File: config.mk
export PLATFORM = sky130hd
export DESIGN_NAME = ctlep_csr
export DESIGN_NICKNAME = d
export VERILOG_FILES = /design/src/rtl/ctlep_pkg.sv /design/src/rtl/ctlep_flags.sv /design/src/rtl/ctlep_hs.sv /design/src/rtl/ctlep_irq.sv /design/src/rtl/ctlep_csr.sv
export SDC_FILE = /design/constraint.sdc
export NUM_CORES = 1
export LEC_CHECK = 0
export BUFFER_PORTS_ARGS = -buffer_cell sky130_fd_sc_hd__buf_4
export CORE_AREA = 2 2 39 41
export CTS_CLUSTER_DIAMETER = 100
export CTS_CLUSTER_SIZE = 25
export DETAILED_ROUTE_END_ITERATION = 10
export DIE_AREA = 0 0 41 43
export PLACE_DENSITY_LB_ADDON = 0.05
export SKIP_CTS_REPAIR_TIMING = 1
export SLEW_MARGIN = 20
export SYNTH_ARGS = -nofsm -noshare
export SYNTH_HDL_FRONTEND = slang
export SYNTH_HIERARCHICAL = 1
export SYNTH_SLANG_ARGS = --single-unit
File: constraint.sdc
create_clock -name clk -period 1.1 [get_ports clk]
set_clock_uncertainty 0.05 [all_clocks]
set_input_delay 0.165 -clock clk [delete_from_list [all_inputs] [get_ports clk]]
set_output_delay 0.165 -clock clk [all_outputs]
set_load 0.01 [all_outputs]
File: src/rtl/ctlep_pkg.sv
package ctlep_pkg;
  typedef enum logic [1:0] {
    HS_NONE  = 2'b00,
    HS_ACK   = 2'b01,
    HS_NAK   = 2'b10,
    HS_STALL = 2'b11
  } hs_e;

  localparam int B_OUT_CLR  = 0;
  localparam int B_IN_SET   = 1;
  localparam int B_DEND_SET = 2;
  localparam int B_FST_CLR  = 3;
  localparam int B_SSTALL   = 4;
  localparam int B_DMASK    = 5;
  localparam int B_IRQ_CLR  = 6;
  localparam int NUM_BITS   = 7;

  typedef struct packed {
    logic irq;
    logic dmask;
    logic sstall;
    logic fstall;
    logic dend;
    logic in_rdy;
    logic out_rdy;
  } stat_t;
endpackage

File: src/rtl/ctlep_flags.sv
module ctlep_flags
  import ctlep_pkg::*;
(
  input  logic                clk,
  input  logic                rst,
  input  logic                wr_en,
  input  logic [NUM_BITS-1:0] cmd,
  input  logic                ev_setup,
  input  logic                ev_out_pkt,
  input  logic                ev_in_ack,
  input  logic                ev_status_done,
  input  logic                ev_violation,
  output logic                out_rdy,
  output logic                in_rdy,
  output logic                dend,
  output logic                fstall,
  output logic                sstall,
  output logic                dmask
);
  logic w_out_clr, w_in_set, w_dend_set, w_fst_clr;

  always_comb begin
    w_out_clr  = wr_en & cmd[B_OUT_CLR];
    w_in_set   = wr_en & cmd[B_IN_SET];
    w_dend_set = wr_en & cmd[B_DEND_SET];
    w_fst_clr  = wr_en & cmd[B_FST_CLR];
  end

  always_ff @(posedge clk) begin
    if (rst) begin
      out_rdy <= 1'b0;
      in_rdy  <= 1'b0;
      dend    <= 1'b0;
      fstall  <= 1'b0;
      sstall  <= 1'b0;
      dmask   <= 1'b1;
    end else begin
      // hardware set beats firmware clear
      if (ev_setup | ev_out_pkt) out_rdy <= 1'b1;
      else if (w_out_clr)        out_rdy <= 1'b0;
      // firmware set beats acknowledge clear
      if (w_in_set)              in_rdy <= 1'b1;
      else if (ev_in_ack)        in_rdy <= 1'b0;
      if (w_dend_set)            dend <= 1'b1;
      else if (ev_status_done)   dend <= 1'b0;
      if (ev_violation)          fstall <= 1'b1;
      else if (w_fst_clr)        fstall <= 1'b0;
      if (wr_en) begin
        sstall <= cmd[B_SSTALL];
        dmask  <= cmd[B_DMASK];
      end
    end
  end

  a_r2_out_set: assert property (@(posedge clk) disable iff (rst)
    (ev_setup | ev_out_pkt) |=> out_rdy);
  a_r3_in_clear: assert property (@(posedge clk) disable iff (rst)
    (ev_in_ack && !(wr_en && cmd[B_IN_SET])) |=> !in_rdy);
  a_r4_dend_set: assert property (@(posedge clk) disable iff (rst)
    (wr_en && cmd[B_DEND_SET]) |=> dend);
  a_r6_fstall_clr: assert property (@(posedge clk) disable iff (rst)
    (wr_en && cmd[B_FST_CLR] && !ev_violation) |=> !fstall);
endmodule

File: src/rtl/ctlep_hs.sv
module ctlep_hs
  import ctlep_pkg::*;
(
  input  logic       clk,
  input  logic       rst,
  input  logic       tx_req,
  input  logic       tx_in,
  input  logic       out_rdy,
  input  logic       in_rdy,
  input  logic       dend,
  input  logic       fstall,
  input  logic       sstall,
  output logic       hs_valid,
  output logic [1:0] hs_code
);
  hs_e pick;

  always_comb begin
    if (sstall | fstall)  pick = HS_STALL;
    else if (dend)        pick = HS_ACK;
    else if (tx_in)       pick = in_rdy ? HS_ACK : HS_NAK;
    else                  pick = out_rdy ? HS_NAK : HS_ACK;
  end

  always_ff @(posedge clk) begin
    if (rst) begin
      hs_valid <= 1'b0;
      hs_code  <= HS_NONE;
    end else begin
      hs_valid <= tx_req;
      hs_code  <= tx_req ? pick : HS_NONE;
    end
  end

  a_r7_stall_wins: assert property (@(posedge clk) disable iff (rst)
    (tx_req && (sstall || fstall)) |=> (hs_valid && hs_code == HS_STALL));
endmodule

File: src/rtl/ctlep_irq.sv
module ctlep_irq (
  input  logic clk,
  input  logic rst,
  input  logic dend,
  input  logic fstall,
  input  logic dmask,
  input  logic clr,
  output logic pend
);
  logic dend_d, fstall_d, set_ev;

  always_comb set_ev = (dend_d & ~dend & ~dmask) | (fstall & ~fstall_d);

  always_ff @(posedge clk) begin
    if (rst) begin
      dend_d   <= 1'b0;
      fstall_d <= 1'b0;
      pend     <= 1'b0;
    end else begin
      dend_d   <= dend;
      fstall_d <= fstall;
      if (set_ev)   pend <= 1'b1;
      else if (clr) pend <= 1'b0;
    end
  end

  a_r11_clear: assert property (@(posedge clk) disable iff (rst)
    (clr && !set_ev) |=> !pend);
endmodule

File: src/rtl/ctlep_csr.sv
module ctlep_csr
  import ctlep_pkg::*;
#(
  parameter int DATA_W = 8
) (
  input  logic              clk,
  input  logic              rst,
  input  logic              wr_en,
  input  logic [DATA_W-1:0] wr_data,
  output logic [DATA_W-1:0] rd_data,
  input  logic              ev_setup,
  input  logic              ev_out_pkt,
  input  logic              ev_in_ack,
  input  logic              ev_status_done,
  input  logic              ev_violation,
  input  logic              tx_req,
  input  logic              tx_in,
  output logic              hs_valid,
  output logic [1:0]        hs_code,
  output logic              irq
);
  localparam int PAD = DATA_W - NUM_BITS;

  stat_t st;
  logic  pend;
  logic  [NUM_BITS-1:0] cmd;

  always_comb cmd = wr_data[NUM_BITS-1:0];

  ctlep_flags u_flags (
    .clk(clk), .rst(rst), .wr_en(wr_en), .cmd(cmd),
    .ev_setup(ev_setup), .ev_out_pkt(ev_out_pkt), .ev_in_ack(ev_in_ack),
    .ev_status_done(ev_status_done), .ev_violation(ev_violation),
    .out_rdy(st.out_rdy), .in_rdy(st.in_rdy), .dend(st.dend),
    .fstall(st.fstall), .sstall(st.sstall), .dmask(st.dmask)
  );

  ctlep_hs u_hs (
    .clk(clk), .rst(rst), .tx_req(tx_req), .tx_in(tx_in),
    .out_rdy(st.out_rdy), .in_rdy(st.in_rdy), .dend(st.dend),
    .fstall(st.fstall), .sstall(st.sstall),
    .hs_valid(hs_valid), .hs_code(hs_code)
  );

  ctlep_irq u_irq (
    .clk(clk), .rst(rst), .dend(st.dend), .fstall(st.fstall),
    .dmask(st.dmask), .clr(wr_en & cmd[B_IRQ_CLR]), .pend(pend)
  );

  always_comb st.irq = pend;
  assign irq = pend;

  generate
    if (PAD > 0) begin : g_pad
      assign rd_data = {{PAD{1'b0}}, st};
    end else begin : g_nopad
      assign rd_data = st;
    end
  endgenerate
endmodule

* Yosys cells after proc, flatten, opt, wreduce, memory -nomap -nowiden *
Cells that the tools add are included.

operators by class
  reduce and logical (&&, ||, !) cells = 6
  mux-type cells = 15
  bitwise gates (word level) = 15

operator list
  kind                count
  2-to-1 mux 1 bit    10
  2-to-1 mux 2 bit    5
  nonzero test 2 bit  5
  bitwise AND 1 bit   8
  NOT 1 bit           4
  OR 1 bit            3
  OR reduction 2 bit  1

word-level totals
  logic and storage cells = 47
  bits of input ports = 18
  register bits after elaboration = 12

* Logic depth before layout (Yosys ltp) *
Gate-level depths: netlist of the first run.

  word-level depth = 5
  gate-level depth with buffers = 3
  mapped depth without buffers = 3

* By module *
Netlist of the first run, hierarchy kept.

by module, submodules not included
  module       times used  sequential area each (µm²)  cells each  area an instance (µm²)
  ctlep_flags  1           120.1                       23          229.0
  ctlep_irq    1           60.1                        9           100.1
  ctlep_hs     1           60.1                        9           98.8
  ctlep_csr    1           0.0                         4           25.0

* Worst setup path after synthesis of the first run *
OpenSTA, ideal clock, no wires.

  path kind = register -> register
  from = reg u_flags.out_rdy
  to = reg u_hs.hs_code[0]
  clock period less this slack = 1081 ps
  buffers on the path = 0
  cell stages (with the launch flop) = 4
  arrival time = 911 ps
  path slack = 19 ps
  library setup time = 120 ps
  required time = 930 ps
  path through = dfxtp_1 > nor2_1 > a211o_1 > o31a_1

between the ends
  longest elaborated chain between the ends = 4

ends and longest elaborated chain
  what                      RTL line           source
  start: declaration        ctlep_flags.sv:13  output logic out_rdy,
  start signal: assignment  ctlep_flags.sv:31  out_rdy <= 1'b0;
  start signal: assignment  ctlep_flags.sv:39  if (ev_setup | ev_out_pkt) out_rdy <= 1'b1;
  start signal: assignment  ctlep_flags.sv:40  else if (w_out_clr) out_rdy <= 1'b0;
  2-to-1 mux 2 bit          ctlep_hs.sv:22     else pick = out_rdy ? HS_NAK : HS_ACK;
  2-to-1 mux 2 bit          ctlep_hs.sv:21     else if (tx_in) pick = in_rdy ? HS_ACK : HS_NAK;
  2-to-1 mux 2 bit          ctlep_hs.sv:20     else if (dend) pick = HS_ACK;
  2-to-1 mux 2 bit          ctlep_hs.sv:19     if (sstall | fstall) pick = HS_STALL;
  end signal: assignment    ctlep_hs.sv:31     hs_code <= tx_req ? pick : HS_NONE;
  end: declaration          ctlep_hs.sv:14     output logic [1:0] hs_code

No other way between the ends.
A chain may end at the register's enable or synchronous reset.

* Worst setup path after layout of the first run *
Ends and elaborated chain as after synthesis.

==> qor.txt, run 1 <==
# setup viols final: 0
Number of flip-flops in the largest register: 2
Starting utilization of the core area: 32.73%
Cells after Synth: 45
Area of the mapped netlist: 452.9 µm²
Sequential share of the synthesized area: 53.04%
Remaining antenna violation count: 0
Cell types occupying the most area after synthesis: sky130_fd_sc_hd__dfxtp_1, sky130_fd_sc_hd__nand2b_1, sky130_fd_sc_hd__nor2b_1, sky130_fd_sc_hd__nor2_1, sky130_fd_sc_hd__a211o_1
Share of layout cells above drive strength 1: 46.58%
Dominant register cell in the synthesized netlist: sky130_fd_sc_hd__dfxtp_1
Vias post-DR: 383
Maximum fanout along the worst path: 2
Post-synthesis average cell area: 10.07 µm²
CP Data Arrival Time: 1.16 ns
Total power per unit cell area: 1303 nW/µm²
Wire length on met3: 108 µm
Register bit total from synthesis: 12
Leakage: 0.3277 nW
Site row count: 14
Number of flops mapped to enable cells by yosys: 0
Post-route clock period utilization: 95.28%
Sink Count: 12
IR drop worst, VDD: 0.6927 mV
Finished Layout Cells: 89
Via count of the first global-routing pass: 371
Reg clk slew, reported paths: 0.07 ns
Floorplan die width: 41 µm
Worst setup endpoint: u_hs/hs_code[0]
Number of hold violations in the final report: 0
CP Launch Point: u_flags/out_rdy
Number of design rule violations left after detail routing: 0
RD Place Congestion: 0.5859
Net count after synthesis: 63
Crit Reg-Reg Startpoint: u_flags/out_rdy
Synthesis-to-finish area growth: 51.38%
Drt via density: 4.303
Post-synthesis cell type count: 20
Register name with the most flops: u_hs/hs_code
Reg2Reg Capture Point: u_hs/hs_code[0]
Die Y-Extent: 43 µm
Unrepaired setup endpoints after global routing: no
Outcome: finished, final reports clean
Peak Freq: 0.9541 GHz
Max-slew violation count: 0
Dominant cell by count in the synthesized netlist: sky130_fd_sc_hd__dfxtp_1
Yosys top cell area share: 53.04%
Synth top cells by count: sky130_fd_sc_hd__dfxtp_1, sky130_fd_sc_hd__nor2_1, sky130_fd_sc_hd__nand2b_1, sky130_fd_sc_hd__nor2b_1
Maximum number of buffers from clock root to sink: 2
Dominant cell type by area after synthesis: sky130_fd_sc_hd__dfxtp_1
DIE AREA: 1763 µm²
Worst hold slack: 0.04675 ns
Routed len/inst: 10.63 µm
Uppermost signal routing layer after detailed routing: met3
Global-route wire length before repair: 1.511 mm
Max-cap violation count: 0
Total overflow reported by the global router: 0
Detailed placement HPWL: 731.3 µm
Core region area: 1384 µm²
Maximum level of the CTS H-tree: 1
Post-layout minimum cycle time: 1.048 ns
Starting DRC count in detailed routing: 3
Top-level I/O count: 30
Antenna diode instance count: 0
Total clock buffers created by CTS: 3
Length of routed wiring on met1: 405 µm
Root buffer selected by CTS: sky130_fd_sc_hd__clkbuf_4
Count of cells along the worst register-to-register path: 3
PortBufs: 27
GRT Total Usage: 13.51%
Number of antenna violations at the first check in global routing: 0
Wire length after detailed routing: 946 µm
Number of cells in the design after placement: 86
Data required, critical path: 1.21 ns
Hold Path Origin: wr_data[5]
Asr flop ratio synth: 0%
Fin nets: 93
Type of the worst setup path: register to register
Setup tns final: 0 ns
Metal2 WL: 432 µm
Count of synthesis-stage warnings from yosys: 6
Worst hold path cell count: 2
Worst min-delay path category: primary input to register
Flop2flop setup slack: 0.05 ns
CTS tree: yes
Clock latency on the worst-skew pair: 0.26 ns
Pre-Repair DR Iteration Count: 4
Maximum number of pins on one net before global-route repair: 11
Endpoint kind of the worst setup timing path: register
Startpoint types: register
-- layer usage --
layer | vias to the layer above | track usage [%]
met5 | - | 0
met1 | 157 | 15.64
met4 | 0 | 6.000
li1 | 203 | -
met2 | 23 | 18.44
met3 | 0 | 9.424
-- cell type report --
cell class                      instances  area [µm²]
Inverter                                1       3.754
Sequential cell                        12       242.7
Fill cell                             143       698.2
Tap cell                               16       20.02
Clock buffer                            3       22.52
Timing Repair Buffer                   28       214.0
Multi-Input combinational cell         29       182.7
-- cell families (layout without fill, tap and decap cells) --
kind of cell,Yosys count,in the layout,share of synthesized area (%)
other,1,1,0.8279
buffers and inverters,4,32,6.628
AOI/OAI and AO/OA,10,10,17.13
muxes,1,1,2.210
DFF,12,12,53.04
and+or+nand+nor,17,17,20.17
-- per-stage QoR --
| stage | cell area (µm²) | setup WS, ns | utilization (%) | total power, mW |
|---|---|---|---|---|
| CTS | 679.4 | 0.02378 | 49.10 | 0.9116 |
| global route | 685.7 | 0.01340 | 49.55 | 0.9625 |
| finish | 685.7 | 0.05190 | 49.55 | 0.8937 |
| floorplan | 452.9 | 0.01947 | - | 0.5565 |
| detailed placement | 656.9 | 0.05139 | 47.47 | 0.6482 |
| global placement | 656.9 | 0.07103 | 47.47 | 0.6461 |
-- worst max-delay path, stage by stage, from the launching register on --
cell,delay [ns]
sky130_fd_sc_hd__dfxtp_2,0.33
sky130_fd_sc_hd__nor2_1,0.04
sky130_fd_sc_hd__a211o_1,0.29
sky130_fd_sc_hd__o31a_1,0.23
-- power by group --
part / internal (mW) / total, mW / leakage, nW / switching, mW
Sequential: 0.463 / 0.481 / 0.0997 / 0.0176
Combinational: 0.0994 / 0.159 / 0.214 / 0.0597
Clock: 0.127 / 0.254 / 0.0138 / 0.127
-- worst min-delay path by stage --
stage               slack (ns)              end
finish                    0.05    u_flags/dmask
global route              0.03    u_flags/dmask
CTS                       0.04    u_flags/dmask
detailed placement        0.32    u_flags/dmask
global placement          0.32    u_flags/dmask
floorplan                 0.18  u_flags/out_rdy
-- placed cells by master, fill, tap and decap left out, types with 2 or more instances in the layout --
| cell | n |
|---|---|
| sky130_fd_sc_hd__buf_4 | 27 |
| sky130_fd_sc_hd__dfxtp_1 | 10 |
| sky130_fd_sc_hd__nor2_1 | 5 |
| sky130_fd_sc_hd__nand2b_1 | 4 |
| sky130_fd_sc_hd__nor2b_1 | 4 |
| sky130_fd_sc_hd__clkbuf_4 | 3 |
| sky130_fd_sc_hd__nand2_1 | 2 |
| sky130_fd_sc_hd__a21oi_1 | 2 |
| sky130_fd_sc_hd__a211o_1 | 2 |
| sky130_fd_sc_hd__dfxtp_2 | 2 |
No activity file was read; power rests on OpenSTA's default activity.
==> run 2: changes to the inputs <==
--- a/config.mk
+++ b/config.mk
@@ -7,2 +7,3 @@
 export LEC_CHECK = 0
+export ABC_CLOCK_PERIOD_IN_PS = 1100
 export BUFFER_PORTS_ARGS = -buffer_cell sky130_fd_sc_hd__buf_4
@@ -18,3 +19,2 @@
 export SYNTH_HDL_FRONTEND = slang
-export SYNTH_HIERARCHICAL = 1
 export SYNTH_SLANG_ARGS = --single-unit
==> constraint.sdc (replaced) <==
create_clock -name clk -period 1.1 [get_ports clk]
set_clock_uncertainty 0.05 [all_clocks]
set_input_delay 0.11 -clock clk [delete_from_list [all_inputs] [get_ports clk]]
set_output_delay 0.11 -clock clk [all_outputs]
set_load 0.01 [all_outputs]
==> qor.txt, run 2 <==
PortBufs: 27 (unchanged)
Site row count: 14 (unchanged)
DIE AREA: 1763 µm² (unchanged)
Area of the mapped netlist: 479.2 µm² (+5.8%)
Setup tns final: 0 ns (unchanged)
Clock latency on the worst-skew pair: 0.26 ns (about the same)
Fin nets: 92 (-1.1%)
Synth Area in Compound Gates: 13.84% (-3.3 points)
Drt via density: 4.568 (+6.2%)
Count of synthesis-stage warnings from yosys: 0 (-6)
Post-layout minimum cycle time: 1.048 ns (-0.0001767 ns)
Global-route wire length before repair: 1.386 mm (-8.3%)
Maximum number of buffers from clock root to sink: 2 (unchanged)
CP Data Arrival Time: 1.15 ns (about the same)
Top-level I/O count: 30 (unchanged)
Mux share of post-synthesis cell area: 2.089% (-0.12 points)
CTS tree: yes
Dominant cell type by area after synthesis: sky130_fd_sc_hd__dfxtp_1
Synth Area in XOR/XNOR: 0% (unchanged)
Overall power of the completed layout: 0.8755 mW (-2.0%)
Worst min-delay path category: primary input to register
Worst hold path cell count: 3 (+1)
Type of the worst setup path: register to register
Max-cap violation count: 0 (unchanged)
Synth top cells by count: sky130_fd_sc_hd__dfxtp_1, sky130_fd_sc_hd__buf_4, sky130_fd_sc_hd__nor2_1
GRT Total Usage: 11.44% (-2.1 points)
Register bit total from synthesis: 12 (unchanged)
RD Place Congestion: 0.6543 (+12%)
Max stage delay cell, worst path: sky130_fd_sc_hd__dfxtp_2
Vias post-DR: 402 (+5.0%)
Maximum number of pins on one net before global-route repair: 11 (unchanged)
Count of cells along the worst register-to-register path: 3 (unchanged)
Peak Freq: 0.9543 GHz (about the same)
Die Y-Extent: 43 µm (unchanged)
Endpoint kind of the worst setup timing path: register
Maximum fanout along the worst path: 3 (+1)
Sink Count: 12 (unchanged)
Data required, critical path: 1.20 ns (about the same)
Max-slew violation count: 0 (unchanged)
Root buffer selected by CTS: sky130_fd_sc_hd__clkbuf_4
Antenna diode instance count: 0 (unchanged)
Wire length after detailed routing: 893 µm (-5.6%)
Unrepaired setup endpoints after global routing: no
Fraction of the mapped netlist area in adder cells: 0% (unchanged)
Net count after synthesis: 70 (+11%)
Total power per unit cell area: 1335 nW/µm² (+2.5%)
Starting utilization of the core area: 34.63% (+1.9 points)
Post-layout worst setup margin: 0.05207 ns (+0.0001767 ns)
Startpoint types: register
Cells after Synth: 52 (+16%)
# setup viols final: 0 (unchanged)
IR drop worst, VDD: 0.9294 mV (+34%)
Yosys top cell area share: 50.13% (-2.9 points)
Register name with the most flops: u_hs.hs_code
Dominant cell by count in the synthesized netlist: sky130_fd_sc_hd__dfxtp_1
Number of flops mapped to enable cells by yosys: 0 (unchanged)
Dominant register cell in the synthesized netlist: sky130_fd_sc_hd__dfxtp_1
Post-synthesis cell type count: 17 (-15%)
Starting DRC count in detailed routing: 4 (+1)
Post-synthesis average cell area: 9.216 µm² (-8.4%)
Slowest cell delay on critical path: 0.34 ns (about the same)
Number of hold violations in the final report: 0 (unchanged)
Number of flip-flops in the largest register: 2 (unchanged)
Asr flop ratio synth: 0% (unchanged)
Synthesis-to-finish area growth: 36.81%
Most common library cell in the layout ignoring fill and taps: sky130_fd_sc_hd__buf_4
Number of design rule violations left after detail routing: 0 (unchanged)
Most used cells in the layout excluding fill and tap cells: sky130_fd_sc_hd__buf_4, sky130_fd_sc_hd__dfxtp_1, sky130_fd_sc_hd__nor2_1
Remaining antenna violation count: 0 (unchanged)
Levels on crit path: 3 (unchanged)
Pre-Repair DR Iteration Count: 4 (unchanged)
Cell types occupying the most area after synthesis: sky130_fd_sc_hd__dfxtp_1, sky130_fd_sc_hd__buf_4, sky130_fd_sc_hd__nor2_1, sky130_fd_sc_hd__nand2_1, sky130_fd_sc_hd__nor2b_1
Family with the most delay on the worst path: compound AO/OA/AOI/OAI gates
Buffers & Inverters on Critical Path: 0 (unchanged)
Worst setup slack before clock tree synthesis: 0.03040 ns (-0.02100 ns)
Via count of the first global-routing pass: 323 (-13%)
Simple-gate share of the synthesized area: 17.75% (-2.4 points)
Outcome: finished, final reports clean
Share of layout cells above drive strength 1: 44.44% (-2.1 points)
Core region area: 1384 µm² (unchanged)
Leakage: 0.3160 nW (-3.6%)
Largest family of logic cells by synthesized area: simple AND/OR/NAND/NOR gates
Total overflow reported by the global router: 0 (unchanged)
Reg clk slew, reported paths: 0.06 ns (about the same)
Maximum level of the CTS H-tree: 1 (unchanged)
Number of antenna violations at the first check in global routing: 0 (unchanged)
Floorplan die width: 41 µm (unchanged)
Detailed placement HPWL: 703.3 µm (-3.8%)
Total clock buffers created by CTS: 3 (unchanged)
Routed len/inst: 10.15 µm (-4.5%)
Ordered cell list for the critical path: nor2_1 -> a211o_1 -> o31a_1
Sequential share of the synthesized area: 50.13% (-2.9 points)
Post-route clock period utilization: 95.27% (about the same)
-- run 2: final cells by class --
| class | count | area [µm²] |
|---|---|---|
| Sequential cell | 12 | 241.5 |
| Inverter | 1 | 3.754 |
| Fill cell | 131 | 728.2 |
| Timing Repair Buffer | 27 | 202.7 |
| Clock buffer | 3 | 22.52 |
| Tap cell | 16 | 20.02 |
| Multi-Input combinational cell | 29 | 165.2 |
-- run 2: metrics by stage --
step	hold slack (ns)	util [%]	std cells	cell area, µm²
2_1_floorplan	0.1774	-	52	479.2
3_3_place_gp	0.2680	45.66	85	631.9
3_5_place_dp	0.2734	45.66	85	631.9
4_1_cts	0.002498	47.29	88	654.4
5_1_grt	0.003399	47.38	88	655.6
6_report	0.002311	47.38	88	655.6
-- run 2: worst paths after layout --
| path | startpoint | end | slack [ns] |
|---|---|---|---|
| worst min register to register | u_flags.in_rdy | u_flags.in_rdy | 0.44 |
| worst max-delay path | u_flags.out_rdy | u_hs.hs_code[0] | 0.05 |
| worst max register to register | u_flags.out_rdy | u_hs.hs_code[0] | 0.05 |
| worst min-delay path | ev_violation | u_flags.fstall | 0.002 |
-- run 2: logic make-up (layout without fill, tap and decap cells) --
logic type / count (synthesis) / in the layout
multiplexers: 1 / 1
other: 1 / 1
AND/OR/NAND/NOR: 18 / 18
buffers and inverters: 11 / 31
AO/OA/AOI/OAI: 9 / 9
flip-flops: 12 / 12
-- run 2: report_power, final --
group / internal, mW / switching (mW) / total (mW)
clock network: 0.126 / 0.120 / 0.246
registers: 0.462 / 0.0184 / 0.481
logic: 0.0920 / 0.0566 / 0.149
-- run 2: tightest hold or removal path, stage by stage --
cell,delay [ns]
sky130_fd_sc_hd__buf_4,0.07
sky130_fd_sc_hd__a21oi_1,0.03
sky130_fd_sc_hd__nor2_1,0.06
-- run 2: layer usage --
metal | vias up | wire length (µm) | track usage (%)
met5 | - | 0 | 0
met2 | 17 | 409 | 15.63
met4 | 0 | 0 | 4.000
li1 | 205 | - | -
met3 | 0 | 80 | 4.712
met1 | 180 | 403 | 15.84
==> run 3: changes to the inputs <==
ABC_CLOCK_PERIOD_IN_PS = 1200   (was 1100)
clock period = 1.2 ns   (was 1.1 ns; I/O delays follow)
==> qor.txt, run 3 (synthesized netlist as in run 2, its figures left out) <==
Internal Pwr Total: 0.6933 mW (+1.9%)
Post-layout minimum cycle time: 1.074 ns (+0.02629 ns)
Worst min-delay path category: primary input to register
CP Data Arrival Time: 1.18 ns (+0.03 ns)
Die Y-Extent: 43 µm (unchanged)
Maximum number of pins on one net before global-route repair: 11 (unchanged)
Unrepaired setup endpoints after global routing: no
Endpoint kind of the worst setup timing path: register
Logic pwr share: 15.7% (-1.3 points)
Maximum level of the CTS H-tree: 1 (unchanged)
Site row count: 14 (unchanged)
Pre-Repair DR Iteration Count: 5 (+1)
GRT Total Usage: 11.82% (+0.38 points)
Data required, critical path: 1.31 ns (+0.11 ns)
Reg clk slew, reported paths: 0.07 ns (about the same)
CTS tree: yes
Maximum fanout along the worst path: 3 (unchanged)
Number of hold violations in the final report: 0 (unchanged)
Max-slew violation count: 0 (unchanged)
Share of power burned in registers: 49.3% (-5.6 points)
Type of the worst setup path: register to register
RD Place Congestion: 0.6539 (about the same)
Proportion of total power due to net switching: 22.15% (-0.16 points)
Post-route clock period utilization: 89.52% (-5.7 points)
Wire length after detailed routing: 923 µm (+3.4%)
Total overflow reported by the global router: 0 (unchanged)
Number of antenna violations at the first check in global routing: 0 (unchanged)
Most used cells in the layout excluding fill and tap cells: sky130_fd_sc_hd__buf_4, sky130_fd_sc_hd__dfxtp_1, sky130_fd_sc_hd__nor2_1
Sink Count: 12 (unchanged)
Starting DRC count in detailed routing: 4 (unchanged)
Overall power of the completed layout: 0.8906 mW (+1.7%)
Clock latency on the worst-skew pair: 0.26 ns (about the same)
Total power per unit cell area: 1313 nW/µm² (-1.7%)
Maximum number of buffers from clock root to sink: 2 (unchanged)
Starting utilization of the core area: 34.63% (unchanged)
Most common library cell in the layout ignoring fill and taps: sky130_fd_sc_hd__buf_4
Net switching component of the power: 0.1973 mW (+1.0%)
Top-level I/O count: 30 (unchanged)
Synthesis-to-finish area growth: 41.51%
Drt via density: 4.489 (-1.7%)
Clock power frac: 35.0% (+6.9 points)
Core region area: 1384 µm² (unchanged)
Routed len/inst: 10.26 µm (+1.1%)
Peak Freq: 0.9309 GHz (-2.4%)
PortBufs: 27 (unchanged)
Via count of the first global-routing pass: 329 (+1.9%)
Finished Layout Cells: 90 (+2.3%)
Root buffer selected by CTS: sky130_fd_sc_hd__clkbuf_4
Total clock buffers created by CTS: 3 (unchanged)
Share of layout cells above drive strength 1: 43.24% (-1.2 points)
IR drop worst, VDD: 0.5657 mV (-39%)
Floorplan die width: 41 µm (unchanged)
Register name with the most flops: u_hs.hs_code
Number of design rule violations left after detail routing: 0 (unchanged)
Outcome: finished, final reports clean
DIE AREA: 1763 µm² (unchanged)
Max-cap violation count: 0 (unchanged)
Leakage: 0.3273 nW (+3.6%)
Fin nets: 93 (+1.1%)
Worst hold slack: 0.004753 ns (+0.002442 ns)
Vias post-DR: 404 (+0.50%)
Number of cells in the design after placement: 85 (unchanged)
# setup viols final: 0 (unchanged)
Startpoint types: register
Setup tns final: 0 ns (unchanged)
Global-route wire length before repair: 1.400 mm (+1.0%)
Antenna diode instance count: 0 (unchanged)
Remaining antenna violation count: 0 (unchanged)
Number of flip-flops in the largest register: 2 (unchanged)
-- run 3: changes by cell type in the layout (fill, tap and decap cells not counted) --
cell	previous run	this run
sky130_fd_sc_hd__clkbuf_8	0	1
sky130_fd_sc_hd__dfxtp_2	1	0
sky130_fd_sc_hd__dfxtp_1	11	12
sky130_fd_sc_hd__dlygate4sd3_1	0	1
-- run 3: per-stage QoR --
stage	utilization, %	setup slack (ns)	instance area (µm²)
5_1_grt	49.01	0.09223	678.2
2_1_floorplan	-	0.1802	479.2
6_report	49.01	0.1258	678.2
3_3_place_gp	45.66	0.1425	631.9
4_1_cts	48.28	0.1204	668.1
3_5_place_dp	45.66	0.1323	631.9
-- run 3: power by group through the flow --
stage / Sequential [mW] / Combinational [mW] / Clock [mW]
final: 0.439 / 0.140 / 0.311
after global placement: 0.450 / 0.137 / 0
after floorplan: 0.450 / 0.0770 / 0
after detailed placement: 0.449 / 0.139 / 0
after CTS: 0.440 / 0.139 / 0.322
after global routing: 0.443 / 0.152 / 0.348
-- run 3: worst paths after layout --
path | to | slack [ns] | cells after the start | start
setup / recovery | u_hs.hs_code[0] | 0.13 | 3 | u_flags.out_rdy
setup reg to reg | u_hs.hs_code[0] | 0.13 | 3 | u_flags.out_rdy
hold reg to reg | u_flags.in_rdy | 0.45 | 2 | u_flags.in_rdy
hold / removal | u_flags.fstall | 0.005 | 3 | ev_violation
-- run 3: cell type report --
class | instances | area [µm²]
Fill cell | 143 | 705.7
Sequential cell | 12 | 240.2
Timing Repair Buffer | 28 | 212.7
Multi-Input combinational cell | 29 | 165.2
Clock buffer | 4 | 36.28
Tap cell | 16 | 20.02
Inverter | 1 | 3.754
-- run 3: worst max-delay path, cell delays in order, from the launching register on --
cell and delay [ns]:
sky130_fd_sc_hd__dfxtp_1 0.35, sky130_fd_sc_hd__nor2_1 0.05, sky130_fd_sc_hd__a211o_1 0.28, sky130_fd_sc_hd__o31a_1 0.23
-- run 3: per-layer routing --
layer | share of wire, % | track usage [%] | wire (µm)
met5 | 0 | 0 | 0
met4 | 0 | 4.000 | 0
met1 | 44 | 17.38 | 407
met3 | 9.6 | 6.283 | 89
met2 | 46 | 14.37 | 426
